<file path="config.mk">
export PLATFORM = sky130hd
export DESIGN_NAME = replay_fifo
export DESIGN_NICKNAME = d
export VERILOG_FILES = /design/src/rtl/replay_fifo_pkg.sv /design/src/rtl/replay_fifo_ctrl.sv /design/src/rtl/replay_fifo_data.sv /design/src/rtl/replay_fifo.sv
export SDC_FILE = /design/constraint.sdc
export NUM_CORES = 1
export LEC_CHECK = 0
export BUFFER_PORTS_ARGS = -buffer_cell sky130_fd_sc_hd__buf_2
export CAP_MARGIN = 5
export CORE_MARGIN = 1
export CORE_UTILIZATION = 65
export CTS_BUF_LIST = sky130_fd_sc_hd__clkbuf_2
export DETAILED_ROUTE_END_ITERATION = 12
export GPL_ROUTABILITY_DRIVEN = 0
export GPL_TIMING_DRIVEN = 0
export HOLD_SLACK_MARGIN = 0.1
export PLACE_DENSITY = 0.91
export SETUP_SLACK_MARGIN = 0.02
export SLEW_MARGIN = 10
export SYNTH_ARGS = -nofsm -noshare
export SYNTH_HDL_FRONTEND = slang
export SYNTH_SLANG_ARGS = --single-unit
</file>
<file path="constraint.sdc">
create_clock -name clk -period 4.2 [get_ports clk]
set_input_delay 0.84 -clock clk [delete_from_list [all_inputs] [get_ports clk]]
set_output_delay 0.84 -clock clk [all_outputs]
set_load 0.05 [all_outputs]
</file>
<file path="src/rtl/replay_fifo_pkg.sv">
package replay_fifo_pkg;

  // Per-cycle actions that the control side grants to the datapath
  typedef struct packed {
    logic wrEn;    // store wrData at the write pointer, then advance it
    logic rdEn;    // load the word at the read pointer, then advance it
    logic rewind;  // return the read pointer to location zero
  } fifoStrobes_t;

endpackage

</file>
<file path="src/rtl/replay_fifo_ctrl.sv">
module replay_fifo_ctrl
  import replay_fifo_pkg::*;
#(
  parameter int DEPTH = 16
) (
  input  logic                     clk,
  input  logic                     rstN,
  input  logic                     wrStb,
  input  logic                     rdStb,
  input  logic                     rewind,
  input  logic [$clog2(DEPTH)-1:0] wrPos,
  output fifoStrobes_t             strobes,
  output logic                     emptyFlag,
  output logic                     fullFlag,
  output logic                     halfFlag
);

  localparam int CNT_W = $clog2(DEPTH + 1);
  localparam int PTR_W = $clog2(DEPTH);
  localparam logic [CNT_W-1:0] FULL_CNT = CNT_W'(DEPTH);
  localparam logic [CNT_W-1:0] HALF_CNT = CNT_W'(DEPTH / 2);

  logic [CNT_W-1:0] occ;
  logic [CNT_W-1:0] occNext;
  logic             rdOk;
  logic             wrOk;

  // A read needs data; a write needs space, or a read that frees a slot
  // in the same cycle. A rewind blocks both.
  always_comb begin
    rdOk = rdStb && !rewind && (occ != '0);
    wrOk = wrStb && !rewind && ((occ != FULL_CNT) || rdOk);
    strobes.wrEn   = wrOk;
    strobes.rdEn   = rdOk;
    strobes.rewind = rewind;
  end

  always_comb begin
    if (rewind) begin
      // The read pointer goes to zero, so the distance is the write position
      occNext = CNT_W'(wrPos);
    end else begin
      occNext = occ;
      if (wrOk && !rdOk) occNext = occ + 1'b1;
      if (rdOk && !wrOk) occNext = occ - 1'b1;
    end
  end

  always_ff @(posedge clk or negedge rstN) begin
    if (!rstN) begin
      occ       <= '0;
      emptyFlag <= 1'b1;
      fullFlag  <= 1'b0;
      halfFlag  <= 1'b0;
    end else begin
      occ       <= occNext;
      emptyFlag <= (occNext == '0);
      fullFlag  <= (occNext == FULL_CNT);
      halfFlag  <= (occNext > HALF_CNT);
    end
  end

  // PTR_W is used only to size wrPos
  initial begin
    if (PTR_W < 1) $error("DEPTH must be at least 2");
  end

endmodule

</file>
<file path="src/rtl/replay_fifo_data.sv">
module replay_fifo_data
  import replay_fifo_pkg::*;
#(
  parameter int DATA_W = 9,
  parameter int DEPTH  = 16
) (
  input  logic                     clk,
  input  logic                     rstN,
  input  fifoStrobes_t             strobes,
  input  logic [DATA_W-1:0]        wrData,
  output logic [$clog2(DEPTH)-1:0] wrPos,
  output logic [DATA_W-1:0]        rdData,
  output logic                     rdValid
);

  localparam int PTR_W = $clog2(DEPTH);
  localparam logic [PTR_W-1:0] LAST = PTR_W'(DEPTH - 1);

  logic [DATA_W-1:0] store [DEPTH];
  logic [PTR_W-1:0]  wrPtr;
  logic [PTR_W-1:0]  rdPtr;

  assign wrPos = wrPtr;

  always_ff @(posedge clk) begin
    if (strobes.wrEn) store[wrPtr] <= wrData;
  end

  always_ff @(posedge clk or negedge rstN) begin
    if (!rstN) begin
      wrPtr <= '0;
    end else if (strobes.wrEn) begin
      wrPtr <= (wrPtr == LAST) ? '0 : wrPtr + 1'b1;
    end
  end

  always_ff @(posedge clk or negedge rstN) begin
    if (!rstN) begin
      rdPtr   <= '0;
      rdData  <= '0;
      rdValid <= 1'b0;
    end else if (strobes.rewind) begin
      rdPtr   <= '0;
      rdData  <= '0;
      rdValid <= 1'b0;
    end else if (strobes.rdEn) begin
      rdPtr   <= (rdPtr == LAST) ? '0 : rdPtr + 1'b1;
      rdData  <= store[rdPtr];
      rdValid <= 1'b1;
    end else begin
      rdData  <= '0;
      rdValid <= 1'b0;
    end
  end

endmodule

</file>
<file path="src/rtl/replay_fifo.sv">
module replay_fifo
  import replay_fifo_pkg::*;
#(
  parameter int DATA_W = 9,
  parameter int DEPTH  = 16
) (
  input  logic              clk,
  input  logic              rstN,
  input  logic              wrStb,
  input  logic [DATA_W-1:0] wrData,
  input  logic              rdStb,
  input  logic              rewind,
  output logic [DATA_W-1:0] rdData,
  output logic              rdValid,
  output logic              emptyFlag,
  output logic              fullFlag,
  output logic              halfFlag
);

  localparam int PTR_W = $clog2(DEPTH);

  fifoStrobes_t     strobes;
  logic [PTR_W-1:0] wrPos;

  replay_fifo_ctrl #(.DEPTH(DEPTH)) u_ctrl (
    .clk       (clk),
    .rstN      (rstN),
    .wrStb     (wrStb),
    .rdStb     (rdStb),
    .rewind    (rewind),
    .wrPos     (wrPos),
    .strobes   (strobes),
    .emptyFlag (emptyFlag),
    .fullFlag  (fullFlag),
    .halfFlag  (halfFlag)
  );

  replay_fifo_data #(.DATA_W(DATA_W), .DEPTH(DEPTH)) u_data (
    .clk     (clk),
    .rstN    (rstN),
    .strobes (strobes),
    .wrData  (wrData),
    .wrPos   (wrPos),
    .rdData  (rdData),
    .rdValid (rdValid)
  );

endmodule

</file>
* Word-level counts from Yosys, hierarchy flattened
Memories as Yosys holds them, arrays and structs flattened.
Cells that the tools add are included.
W data, S select, Z words.
** Cells by class
- Add/subtract/negate cells :: 4
- $lt $le $gt $ge :: 1
- Eq/ne operators :: 4
- Multiplexer cells :: 13
- Reduce and logical (&&, ||, !) cells :: 13
** Operator list (number)
- $mux W9 :: 2
- $mux W4 :: 4
- $mux W5 :: 3
- $add A4 B1 Y4 const B :: 2
- $eq A4 B4 Y1 const B :: 2
- $logic_and A1 B1 Y1 :: 6
- $add A5 B1 Y5 const B :: 1
- $eq A5 B5 Y1 const B :: 1
- $gt A5 B4 Y1 const B :: 1
- $logic_not A5 Y1 :: 1
- $ne A5 B5 Y1 const B :: 1
- $reduce_bool A5 Y1 :: 1
- $sub A5 B1 Y5 const B :: 1
- $mux W1 :: 4
- $logic_not A1 Y1 :: 3
- $reduce_bool A2 Y1 :: 1
- $logic_or A1 B1 Y1 :: 1
** Word-level totals
- Register bits after elaboration :: 26
- Memory bits (writable) :: 144
- Input port bits :: 14
- Logic and storage cells :: 44
- Memories kept :: 1
** Memory list
- u_data.store :: depth 16, bits a word 9, read ports 1, clocked after memory_dff 0, wr ports 1, line replay_fifo_data.sv:19 : logic [DATA_W-1:0] store [DEPTH];

* Depth between registers and ports, before layout
Gate-level depths: netlist of run 1.
- Depth after elaboration :: 10
- Mapped depth :: 9

* Hierarchy
A second synthesis of run 1 with hierarchy kept.
** Second synthesis, totals
- Cell total of the unflattened synthesis :: 446
- Area total of the unflattened synthesis :: 7101.8 µm²
** By module, submodules not included
- replay_fifo_data :: instances 1, cells an instance 368, area an instance 6397.4 µm², seq. area each 4774.6 µm²
- replay_fifo_ctrl :: instances 1, cells an instance 78, area an instance 704.4 µm², seq. area each 201.4 µm²

* Worst setup path after synthesis of run 1
Ideal clock, no wire load.
- Path type :: input -> register
- From :: input port rewind
- To :: memory u_data.store[3][0], enable pin
- Library setup time :: 0.399 ns
- Arrival :: 2.396 ns
- Data required time :: 3.801 ns
- Slack :: 1.405 ns
- Stages on the path :: 4
- Path buffers :: 1
- Path through :: buf_6 nor2b_1 o21ai_0 nor4_1
** Between the ends
- Word-level cells in the longest chain between the ends :: 7
- Elaborated cells on any way between the ends :: 8
- Classes of those cells :: mux: 2; reduce/logical: 6
** Ends and longest elaborated chain
- start: declaration :: line replay_fifo.sv:12 : input logic rewind,
- $logic_not A1 Y1 * :: line replay_fifo_ctrl.sv:31, replay_fifo_ctrl.sv:32
- $logic_and A1 B1 Y1 (2 in series) :: line replay_fifo_ctrl.sv:31 : rdOk = rdStb && !rewind && (occ != '0);
- $logic_or A1 B1 Y1 :: line replay_fifo_ctrl.sv:32 : wrOk = wrStb && !rewind && ((occ != FULL_CNT) || rdOk);
- $logic_and A1 B1 Y1 * :: line replay_fifo_ctrl.sv:32
- $mux W1 * :: line replay_fifo_data.sv:26 : if (strobes.wrEn) store[wrPtr] <= wrData;
- $mux W1 (implied by the code) * :: line replay_fifo_data.sv:26
- end: declaration :: line replay_fifo_data.sv:19
Mark *: on every way between the ends. The rest lies on a longest branch, timed or not.

* Final worst setup path of run 1
- From :: register u_ctrl.occ[0]
- To :: memory u_data.store[9][8], enable pin
** Between the ends
- Word-level cells in the longest chain between the ends :: 6
- Elaborated cells on any way between the ends :: 7
- Classes of those cells :: eq/ne: 1; mux: 2; reduce/logical: 4
** Ends and longest elaborated chain
- start: declaration :: line replay_fifo_ctrl.sv:23 : logic [CNT_W-1:0] occ;
- start signal: assignment :: line replay_fifo_ctrl.sv:56 : occ <= occNext;
- $reduce_bool A5 Y1 :: line replay_fifo_ctrl.sv:31
- $logic_and A1 B1 Y1 :: line replay_fifo_ctrl.sv:31
- $logic_or A1 B1 Y1 * :: line replay_fifo_ctrl.sv:32
- $logic_and A1 B1 Y1 * :: line replay_fifo_ctrl.sv:32
- $mux W1 * :: line replay_fifo_data.sv:26
- $mux W1 (implied by the code) * :: line replay_fifo_data.sv:26
Marked as above.

==> out/qor.yml, run 1 <==
result_of_the_run: "finished, final reports clean"
number_of_cells_produced_by_synthesis: 358
adder_cell_share_of_the_synthesized_area: 0.0144
relSlewSlack: 0.373
vias_per_cell: 6.65
start_kind: "flip-flop"
fin_ws_ns: 1.12
placed_cell_area_sq_um: 7310
synth.area.mux_share: 0.149
cts-buffers-inserted: 17
synthesis.nets: 380
cts.htree.levels: 4
vias: 3702
final_layout_size_suffix_gt1_frac: 0.318
total_power_mw: 3.74
drt_pass1_iterations: 7
chipHeight_microns: 105
antenna_found_initial: 0
drc_violations_left: 0
finalNonFillerCells: 557
first_global_vias: 3740
timing.final.max_slew_violations: 0
rr_endpoint: "u_data.store[9][8]$_DFFE_PP_"
final.min_clock_period_ns: 3.08
grt_first_pass_wirelength_microns: 20900
rrSetupSlack_ns: 1.12
timing.setup.tns_ns: 0
initialDrtViolationCount: 401
synth_common_cells: "sky130_fd_sc_hd__edfxtp_1, sky130_fd_sc_hd__mux4_2, sky130_fd_sc_hd__dfrtp_1, sky130_fd_sc_hd__and2_1, sky130_fd_sc_hd__nand2_1"
antenna_violating_nets_post_route: 0
yosysWarningCount: 0
r2r.worst_path.cells: 6
dp.cells: 524
total_leakage_power_nw: 2.57
cp_num_cells: 6
worst_hold_slack_ns: 0.437
design.die.area_sq_um: 11100
unique_cell_type_count_in_the_yosys_netlist: 51
gr-usage-all-layers: 0.268
io_buffers: 26
wl_per_cell_microns: 24.1
number_of_failing_hold_endpoints_at_the_final_stage: 0
dp_worst_setup_slack_ns: 1.02
synth-seq-cells: 170
cap_violations: 0
antennaDiodeCount: 0
synth_sequential_area_ratio: 0.717
syn-mean-instance-area_sq_um: 19.4
layout-area-overhead-vs-synth_pct: 9.30
hold_path_class: "input port to flip-flop"
cts_resized: 0
ir_worst_vdd_mv: 0.265
fmaxAchievable_ghz: 0.324
worst-endpoint-required_ns: 4.65
post-cts-setup-buffer-count: 0
combinational_family_with_the_most_area_after_synthesis: "multiplexers"
synth.cell_area_sq_um: 6940
synth-async-reset-ratio: 0.153
dp_hpwl_microns: 9480
root_buf_cell: "sky130_fd_sc_hd__clkbuf_2"
globalRouteOverflowTotal: 0
worst_path_largest_cell_delay_ns: 0.67
slew_at_the_pin_closest_to_its_max_slew_limit_ns: 0.941
cp-endpoint: "u_data.store[9][8]$_DFFE_PP_"
report.final.setup_viol: 0
clock_path_buffers: 2
synth-xor-area-share: 0.00252
power_density_nw_per_um2: 493
crit_path_end_kind: "flip-flop"
crit_slowest_cell: "sky130_fd_sc_hd__or4bb_2"
worstPathMaxFanout: 9
cp-startpoint: "u_ctrl.occ[0]$_DFF_PN0_"
synthDominantAreaCellType: "sky130_fd_sc_hd__edfxtp_1"
num_rows: 37
clkLatencyLatePin_ns: 0.73
clock-sinks: 170
yosys-top-cells-area: "sky130_fd_sc_hd__edfxtp_1, sky130_fd_sc_hd__mux4_2, sky130_fd_sc_hd__dfrtp_1"
clkTransAtPathRegs_ns: 0.28
critical_path_start_end_classification: "flip-flop to flip-flop"
synth_compound_area_frac: 0.0276
cp_num_buf_inv: 1
crit_arrival_ns: 3.53
timing.clock.skew_ns: 0.0528
floorplan.die.width_microns: 105
yosysTopAreaCellShare: 0.623
largest_net_degree_at_the_start_of_global_routing: 27
period_utilization_post_route: 0.734
synth_simple_gate_area_share: 0.0712
final_net_count: 430
util_after_layout: 0.735
ios: 27
synth_enable_flop_cells: 144
rsz0062_at_grt: "no"
final_cell_area_excluding_filler_cells_sq_um: 7580
cts_tree: "built"
r2r-start: "u_ctrl.occ[0]$_DFF_PN0_"
dominantRegCellSynth: "sky130_fd_sc_hd__edfxtp_1"
critical_path.top_delay_family: "simple AND/OR/NAND/NOR gates"
fp.coreArea_sq_um: 10300
timing.critical_path.cells: "inv_1 -> ha_1 -> or4bb_2 -> o21ai_0 -> nor3b_1 -> and2_1"
post-synth-top-count-cell: "sky130_fd_sc_hd__edfxtp_1"
initial_utilization: 0.672
routed_wl_microns: 13400
cell type report:
| cell class | instances | area (sq um) |
|---|---|---|
| clock inverter | 15 | 175 |
| tap | 136 | 170 |
| multi-input combinational | 160 | 1880 |
| buffer | 17 | 83.8 |
| clock buffer | 17 | 85.1 |
| timing repair buffer | 31 | 170 |
| fill | 562 | 2740 |
| inverter | 11 | 41.3 |
| sequential | 170 | 4980 |
per-layer routing:
| metal | wire [microns] | global-route usage | up-vias |
|---|---|---|---|
| li1 | - | - | 1559 |
| met1 | 5160 | 0.364 | 1876 |
| met2 | 6770 | 0.426 | 240 |
| met3 | 1250 | 0.0680 | 27 |
| met4 | 227 | 0.105 | 0 |
| met5 | 0 | 0 | - |
cells by family (layout without fill, tap and decap cells):
group	Yosys count	count (layout)
compound gates	26	26
buf+inv	28	91
xor+xnor	2	2
flops	170	170
simple gates	77	77
fa+ha+maj	8	8
mux	47	47
sequential cells by signal, indices dropped and copies added (netlist names):
register,flops
u_ctrl.emptyFlag,1
u_ctrl.fullFlag,1
u_ctrl.halfFlag,1
u_ctrl.occ,5
u_data.rdData,9
u_data.rdPtr,4
u_data.rdValid,1
u_data.store,144
u_data.wrPos,4
how the worst min path moves through the flow:
stage                                 from                       endpoint  slack (ns)  cells after the start
2_1_floorplan  u_data.wrPos[3]$_DFFE_PN0P_    u_data.wrPos[3]$_DFFE_PN0P_        0.49                      1
3_3_place_gp   u_data.wrPos[3]$_DFFE_PN0P_    u_data.wrPos[3]$_DFFE_PN0P_        0.52                      1
3_5_place_dp   u_data.wrPos[3]$_DFFE_PN0P_    u_data.wrPos[3]$_DFFE_PN0P_        0.55                      1
4_1_cts                          wrData[8]  u_data.store[15][8]$_DFFE_PP_        0.39                      1
5_1_grt                          wrData[4]  u_data.store[15][4]$_DFFE_PP_        0.38                      1
6_report                         wrData[8]  u_data.store[15][8]$_DFFE_PP_        0.44                      1
what timing repair did:
item | CTS | global route
endpoints found under the hold margin | 25 | 0
hold buffers | 1 | 0
endpoints found under the setup margin | 0 | 0
report_power, final:
group / internal (mW) / total, mW / switching (mW)
Sequential: 1.95 / 2.01 / 0.0616
Clock: 0.250 / 0.869 / 0.618
Combinational: 0.345 / 0.860 / 0.515
Total: 2.54 / 3.74 / 1.20
placed cells by master, fill, tap and decap left out, types with 3 or more instances in the layout:
cell type                  netlist  layout
sky130_fd_sc_hd__nand2_1        14      14
sky130_fd_sc_hd__buf_2           4      30
sky130_fd_sc_hd__buf_4           0       4
sky130_fd_sc_hd__and2_1         14      14
sky130_fd_sc_hd__inv_6           0       4
sky130_fd_sc_hd__o21ai_0         7       7
sky130_fd_sc_hd__ha_1            8       8
sky130_fd_sc_hd__inv_1          11      11
sky130_fd_sc_hd__a21oi_1         4       4
sky130_fd_sc_hd__nor4b_1         6       6
sky130_fd_sc_hd__nor3_2          0       4
sky130_fd_sc_hd__clkbuf_1       10      10
sky130_fd_sc_hd__nor2_1          9       9
sky130_fd_sc_hd__mux4_2         45      45
sky130_fd_sc_hd__edfxtp_1      144     144
sky130_fd_sc_hd__nand3_1         3       3
sky130_fd_sc_hd__clkbuf_2        0      17
sky130_fd_sc_hd__nor4_2          1       5
sky130_fd_sc_hd__inv_8           0       4
sky130_fd_sc_hd__dfrtp_1        25      25
Note: power is estimated with default switching activity, not from simulation.
==> run 2: changes to the inputs <==
Settings changed: CORE_UTILIZATION 65 to 58, PLACE_DENSITY 0.91 to 0.86.
Clock period 4.2 ns to 2.71 ns, I/O delays scaled along.
==> out/qor.yml, run 2 (synthesized netlist as in run 1, its figures left out) <==
result_of_the_run: "finished with violations"
failed_checks: "design-rule violations"
globalRouteOverflowTotal: 0  # unchanged
registers.top_by_ff_count: "u_data.store"
num_rows: 39  # +5.4%
largest_net_degree_at_the_start_of_global_routing: 27  # unchanged
power.switching_fraction: 0.294  # -0.0258
antennaDiodeCount: 0  # unchanged
design.die.area_sq_um: 12400  # +12%
final_net_count: 437  # +1.6%
use_met1: 0.330  # -0.0335
wl_per_cell_microns: 24.7  # +2.5%
r2r.worst_path.cells: 7  # +1
dp_worst_setup_slack_ns: -0.401  # -1.42 ns
clockPowerShare: 0.234  # +0.002
critical_path.top_delay_family: "simple AND/OR/NAND/NOR gates"
total_power_mw: 5.91  # +58%
antenna_found_initial: 0  # unchanged
cp_num_cells: 7  # +1
floorplan.die.width_microns: 111  # +5.8%
seq_power_share: 0.526  # -0.011
cts.htree.levels: 4  # unchanged
antenna_violating_nets_post_route: 0  # unchanged
period_utilization_post_route: 0.980  # +0.246
crit_path_end_kind: "flip-flop"
first_global_vias: 3759  # +0.51%
fmaxAchievable_ghz: 0.376  # +16%
slew_at_the_pin_closest_to_its_max_slew_limit_ns: 0.936  # -0.00529 ns
rsz0062_at_grt: "no"
cap_violations: 0  # unchanged
cts-buffers-inserted: 17  # unchanged
worst_path_largest_cell_delay_ns: 0.67  # about the same
total_leakage_power_nw: 2.61  # +1.5%
timing.clock.skew_ns: 0.0246  # -0.0282 ns
cts_tree: "built"
reg.largest.list: "u_data.store: 144 flops, u_data.rdData: 9 flops, u_ctrl.occ: 5 flops"
worst-endpoint-required_ns: 3.18  # -1.47 ns
initialDrtViolationCount: 326  # -19%
report.final.setup_viol: 0  # unchanged
fp.coreArea_sq_um: 11500  # +12%
relSlewSlack: 0.374  # +0.00122
vias_per_cell: 6.53  # -1.8%
clock_path_buffers: 2  # unchanged
timing.critical_path.cells: "inv_1 -> ha_2 -> or4bb_2 -> o21a_1 -> nand2_1 -> nor3_2 -> buf_4"
root_buf_cell: "sky130_fd_sc_hd__clkbuf_2"
cp_num_buf_inv: 2  # +1
clock-sinks: 170  # unchanged
vias: 3707  # +0.14%
fin_ws_ns: 0.0538  # -1.06 ns
timing.final.max_slew_violations: 0  # unchanged
drt_pass1_iterations: 9  # +2
worst_hold_slack_ns: 0.200  # -0.237 ns
layout-area-overhead-vs-synth_pct: 10.7
hold-path-cell-count: 1  # unchanged
largest_register_ffs: 144  # unchanged
fillCellCount: 739  # +31%
chipHeight_microns: 111  # +5.8%
util_after_layout: 0.667  # -0.0678
power_density_nw_per_um2: 770  # +56%
routed_wl_microns: 14000  # +4.5%
mostFrequentLayoutCells: "sky130_fd_sc_hd__edfxtp_1, sky130_fd_sc_hd__mux4_2, sky130_fd_sc_hd__buf_2"
ir_worst_vdd_mv: 0.346  # +31%
grt-busiest-layer: "met2"
final.min_clock_period_ns: 2.66  # -0.427 ns
cell_internal_pwr_mw: 4.17  # +64%
io_buffers: 26  # unchanged
final_layout_size_suffix_gt1_frac: 0.346  # +0.0276
pwr-share-comb: 0.239  # +0.009
hold_path_class: "input port to flip-flop"
net-switching-power_mw: 1.74  # +45%
clkTransAtPathRegs_ns: 0.22  # -0.06 ns
start_kind: "flip-flop"
globalRouteMet3Util: 0.0577  # -0.0103
final_common_cell: "sky130_fd_sc_hd__edfxtp_1"
dp_hpwl_microns: 9340  # -1.5%
number_of_failing_hold_endpoints_at_the_final_stage: 0  # unchanged
crit_slowest_cell: "sky130_fd_sc_hd__or4bb_2"
gr-usage-all-layers: 0.246  # -0.0218
clkLatencyLatePin_ns: 0.71  # -0.02 ns
initial_utilization: 0.603  # -0.0696
crit_arrival_ns: 3.13  # -0.40 ns
timing.setup.tns_ns: 0  # unchanged
worstPathMaxFanout: 9  # unchanged
drc_violations_left: 6  # +6
critical_path_start_end_classification: "flip-flop to flip-flop"
ios: 27  # unchanged
grt_first_pass_wirelength_microns: 21700  # +3.9%
grt_met2_use: 0.399  # -0.0270
[run 2: changes by cell type in the layout (fill, tap and decap cells not counted), sizes merged]
cell / change
clkinv: +1
dlygate4sd3: +1
buf: +4
clkdlybuf4s15: +1
bufinv: +3
inv: -8
clkbuf: +2
[run 2: power groups by stage]
| stage | clock network, mW | logic (mW) | registers [mW] |
|---|---|---|---|
| after floorplan | 0 | 0.821 | 3.26 |
| after global placement | 0 | 1.22 | 3.15 |
| after detailed placement | 0 | 1.31 | 3.17 |
| after CTS | 1.40 | 1.34 | 3.11 |
| after global routing | 1.50 | 1.50 | 3.13 |
| final | 1.39 | 1.41 | 3.11 |
[run 2: worst paths after layout]
| kind | start | to | slack, ns |
|---|---|---|---|
| max | u_ctrl.occ[0]$_DFF_PN0_ | u_data.store[5][3]$_DFFE_PP_ | 0.05 |
| min in group asynchronous | rstN | u_data.rdPtr[3]$_DFFE_PN0P_ | 0.34 |
| max reg2reg | u_ctrl.occ[0]$_DFF_PN0_ | u_data.store[5][3]$_DFFE_PP_ | 0.05 |
| min reg2reg | u_data.wrPos[3]$_DFFE_PN0P_ | u_data.wrPos[3]$_DFFE_PN0P_ | 0.57 |
| min | wrData[7] | u_data.store[3][7]$_DFFE_PP_ | 0.20 |
| max in group asynchronous | rstN | u_ctrl.occ[0]$_DFF_PN0_ | 1.93 |
[run 2: what timing repair did]
item | in CTS | in global routing
setup buffers | 0 | 3
pin swaps | 0 | 1
cloned | 0 | 0
hold endpoints to repair | 25 | 7
hold buffers | 1 | 1
endpoints found under the setup margin | 80 | 108
resized for setup | 8 | 13
[run 2: cell type report]
type / instances / area [sq um] / share of cell area
plain buffers: 17 / 95.1 / 0.0124
clock buffers: 18 / 90.1 / 0.0117
clock inverters: 11 / 155 / 0.0202
inverters: 11 / 41.3 / 0.00538
multi-input cells: 160 / 1930 / 0.251
flip-flops and latches: 170 / 4980 / 0.648
well taps: 143 / 179 / 0.0233
repair buffers: 38 / 215 / 0.0280
[run 2: worst reg2reg max path: stages (launching register included)]
cell                      delay [ns]
sky130_fd_sc_hd__dfrtp_2        0.48
sky130_fd_sc_hd__inv_1          0.14
sky130_fd_sc_hd__ha_2           0.23
sky130_fd_sc_hd__or4bb_2        0.68
sky130_fd_sc_hd__o21a_1         0.28
sky130_fd_sc_hd__nand2_1        0.34
sky130_fd_sc_hd__nor3_2         0.07
sky130_fd_sc_hd__buf_4          0.22
[run 2: layer usage]
layer,vias up,part of all wire
met5,-,0
met4,0,0.018
met3,32,0.079
met2,202,0.50
met1,1906,0.40
li1,1567,-
[run 2: stage by stage]
| stage | cell area, sq um | std cells |
|---|---|---|
| 5_1_grt | 7680 | 568 |
| 3_5_place_dp | 7340 | 534 |
| 4_1_cts | 7610 | 564 |
| 2_1_floorplan | 6940 | 358 |
| 6_report | 7680 | 568 |
| 3_3_place_gp | 7250 | 527 |
==> run 3: changes to the inputs <==
Settings changed: CORE_UTILIZATION 58 to 40, PLACE_DENSITY 0.86 to 0.66.
==> out/qor.yml, run 3 (synthesized netlist as in run 1, its figures left out) <==
result_of_the_run: "finished, final reports clean"
final_net_count: 443  # +1.4%
power_density_nw_per_um2: 742  # -3.6%
layout-area-overhead-vs-synth_pct: 13.4
hold_path_class: "input port to flip-flop"
drc_violations_left: 0  # -6
antenna_found_initial: 1  # +1
ios: 27  # unchanged
gr-usage-all-layers: 0.164  # -0.0824
io_buffers: 26  # unchanged
number_of_failing_hold_endpoints_at_the_final_stage: 0  # unchanged
start_kind: "flip-flop"
wl_per_cell_microns: 20.8  # -16%
mostFrequentLayoutCells: "sky130_fd_sc_hd__edfxtp_1, sky130_fd_sc_hd__mux4_2, sky130_fd_sc_hd__buf_2"
util_after_layout: 0.469  # -0.198
floorplan.die.width_microns: 134  # +20%
timing.final.max_slew_violations: 0  # unchanged
design.die.area_sq_um: 17900  # +44%
largest_register_ffs: 144  # unchanged
vias: 3615  # -2.5%
clock_path_buffers: 2  # unchanged
fillCellCount: 1423  # +93%
worst-endpoint-required_ns: 3.15  # -0.03 ns
cts-buffers-inserted: 17  # unchanged
first_global_vias: 3632  # -3.4%
final.min_clock_period_ns: 2.60  # -0.0605 ns
drt_pass1_iterations: 4  # -5
antenna_violating_nets_post_route: 0  # unchanged
dp_hpwl_microns: 9370  # +0.28%
worst_hold_slack_ns: 0.201  # +0.00113 ns
reg.largest.list: "u_data.store: 144 flops, u_data.rdData: 9 flops, u_ctrl.occ: 5 flops"
clkTransAtPathRegs_ns: 0.24  # +0.02 ns
crit_slowest_cell: "sky130_fd_sc_hd__or4bb_2"
worst_path_largest_cell_delay_ns: 0.69  # +0.02 ns
worstPathMaxFanout: 9  # unchanged
vias_per_cell: 5.52  # -15%
grt_first_pass_wirelength_microns: 20800  # -4.3%
num_rows: 47  # +21%
crit_path_end_kind: "flip-flop"
cts.htree.levels: 4  # unchanged
placed_cell_area_sq_um: 7450  # +1.6%
final_common_cell: "sky130_fd_sc_hd__edfxtp_1"
fp.coreArea_sq_um: 16800  # +46%
fmaxAchievable_ghz: 0.385  # +2.3%
clkLatencyLatePin_ns: 0.73  # +0.02 ns
cap_violations: 0  # unchanged
timing.critical_path.cells: "inv_1 -> ha_1 -> or4bb_2 -> o21ai_4 -> nor3b_1 -> and2_1"
final_cell_area_excluding_filler_cells_sq_um: 7870  # +2.4%
initialDrtViolationCount: 229  # -30%
globalRouteOverflowTotal: 0  # unchanged
largest_net_degree_at_the_start_of_global_routing: 27  # unchanged
rsz0062_at_grt: "yes"
period_utilization_post_route: 0.958  # -0.0223
fin_ws_ns: 0.114  # +0.0605 ns
routed_wl_microns: 13600  # -2.8%
slew_at_the_pin_closest_to_its_max_slew_limit_ns: 0.827  # -0.109 ns
clock-sinks: 170  # unchanged
dp_worst_setup_slack_ns: -0.335  # +0.0658 ns
final_layout_size_suffix_gt1_frac: 0.355  # +0.00896
root_buf_cell: "sky130_fd_sc_hd__clkbuf_2"
cts_tree: "built"
critical_path_start_end_classification: "flip-flop to flip-flop"
timing.clock.skew_ns: 0.0350  # +0.0104 ns
initial_utilization: 0.414  # -0.189
registers.top_by_ff_count: "u_data.store"
relSlewSlack: 0.444  # +0.0703
report.final.setup_viol: 0  # unchanged
crit_arrival_ns: 3.03  # -0.10 ns
chipHeight_microns: 134  # +20%
total_leakage_power_nw: 2.65  # +1.5%
ir_worst_vdd_mv: 0.244  # -29%
run 3: what timing repair did:
action,in CTS,in global routing
gates resized for setup,5,16
hold buffers,4,5
setup endpoints to repair,73,91
pin swaps,0,0
hold endpoints to repair,45,33
buffers inserted,0,1
run 3: final timing paths:
| path | from | to | slack [ns] | cells past startpoint |
|---|---|---|---|---|
| setup / recovery | u_ctrl.occ[0]$_DFF_PN0_ | u_data.store[11][0]$_DFFE_PP_ | 0.11 | 6 |
| setup reg to reg | u_ctrl.occ[0]$_DFF_PN0_ | u_data.store[11][0]$_DFFE_PP_ | 0.11 | 6 |
| hold / removal | wrData[7] | u_data.store[0][7]$_DFFE_PP_ | 0.20 | 1 |
| max in group asynchronous | rstN | u_ctrl.occ[0]$_DFF_PN0_ | 1.90 | 2 |
| hold reg to reg | u_data.wrPos[3]$_DFFE_PN0P_ | u_data.wrPos[3]$_DFFE_PN0P_ | 0.61 | 1 |
| min in group asynchronous | rstN | u_data.rdData[1]$_DFF_PN0_ | 0.34 | 2 |
run 3: area by class of cell:
type	count	area, sq um	area share
diodes	1	2.50	0.000318
repair buffers	44	289	0.0367
plain buffers	17	92.6	0.0118
inverters	11	41.3	0.00525
multi-input cells	160	1940	0.246
clock buffers	18	90.1	0.0115
clock inverters	14	163	0.0207
well taps	220	275	0.0350
flip-flops and latches	170	4980	0.633
run 3: critical path, delay by kind of cell (launching register included):
kind | cells | cell delay (ns)
simple gates | 3 | 1.20
flops | 1 | 0.50
compound gates | 1 | 0.26
fa+ha+maj | 1 | 0.23
buf+inv | 1 | 0.13
run 3: metrics by stage:
step / std cells / TNS, ns / power [mW]
2_1_floorplan: 358 / 0 / 4.08
3_3_place_gp: 604 / -63.00 / 4.41
6_report: 655 / 0 / 5.84
3_5_place_dp: 612 / -15.89 / 4.48
4_1_cts: 648 / 0 / 5.83
5_1_grt: 655 / -0.0146 / 6.10
run 3: power by group:
part           total, mW  internal, mW  switching (mW)
logic               1.38         0.571           0.806
clock network       1.36         0.449           0.906
registers           3.11          3.02          0.0896
total               5.84          4.04            1.80
run 3: routing by layer:
metal / GRT usage / wire, microns / vias up
met3: 0.0361 / 712 / 11
met4: 0.0581 / 165 / 0
met5: 0 / 0 / -
met2: 0.272 / 6900 / 114
li1: - / - / 1588
met1: 0.213 / 5840 / 1902
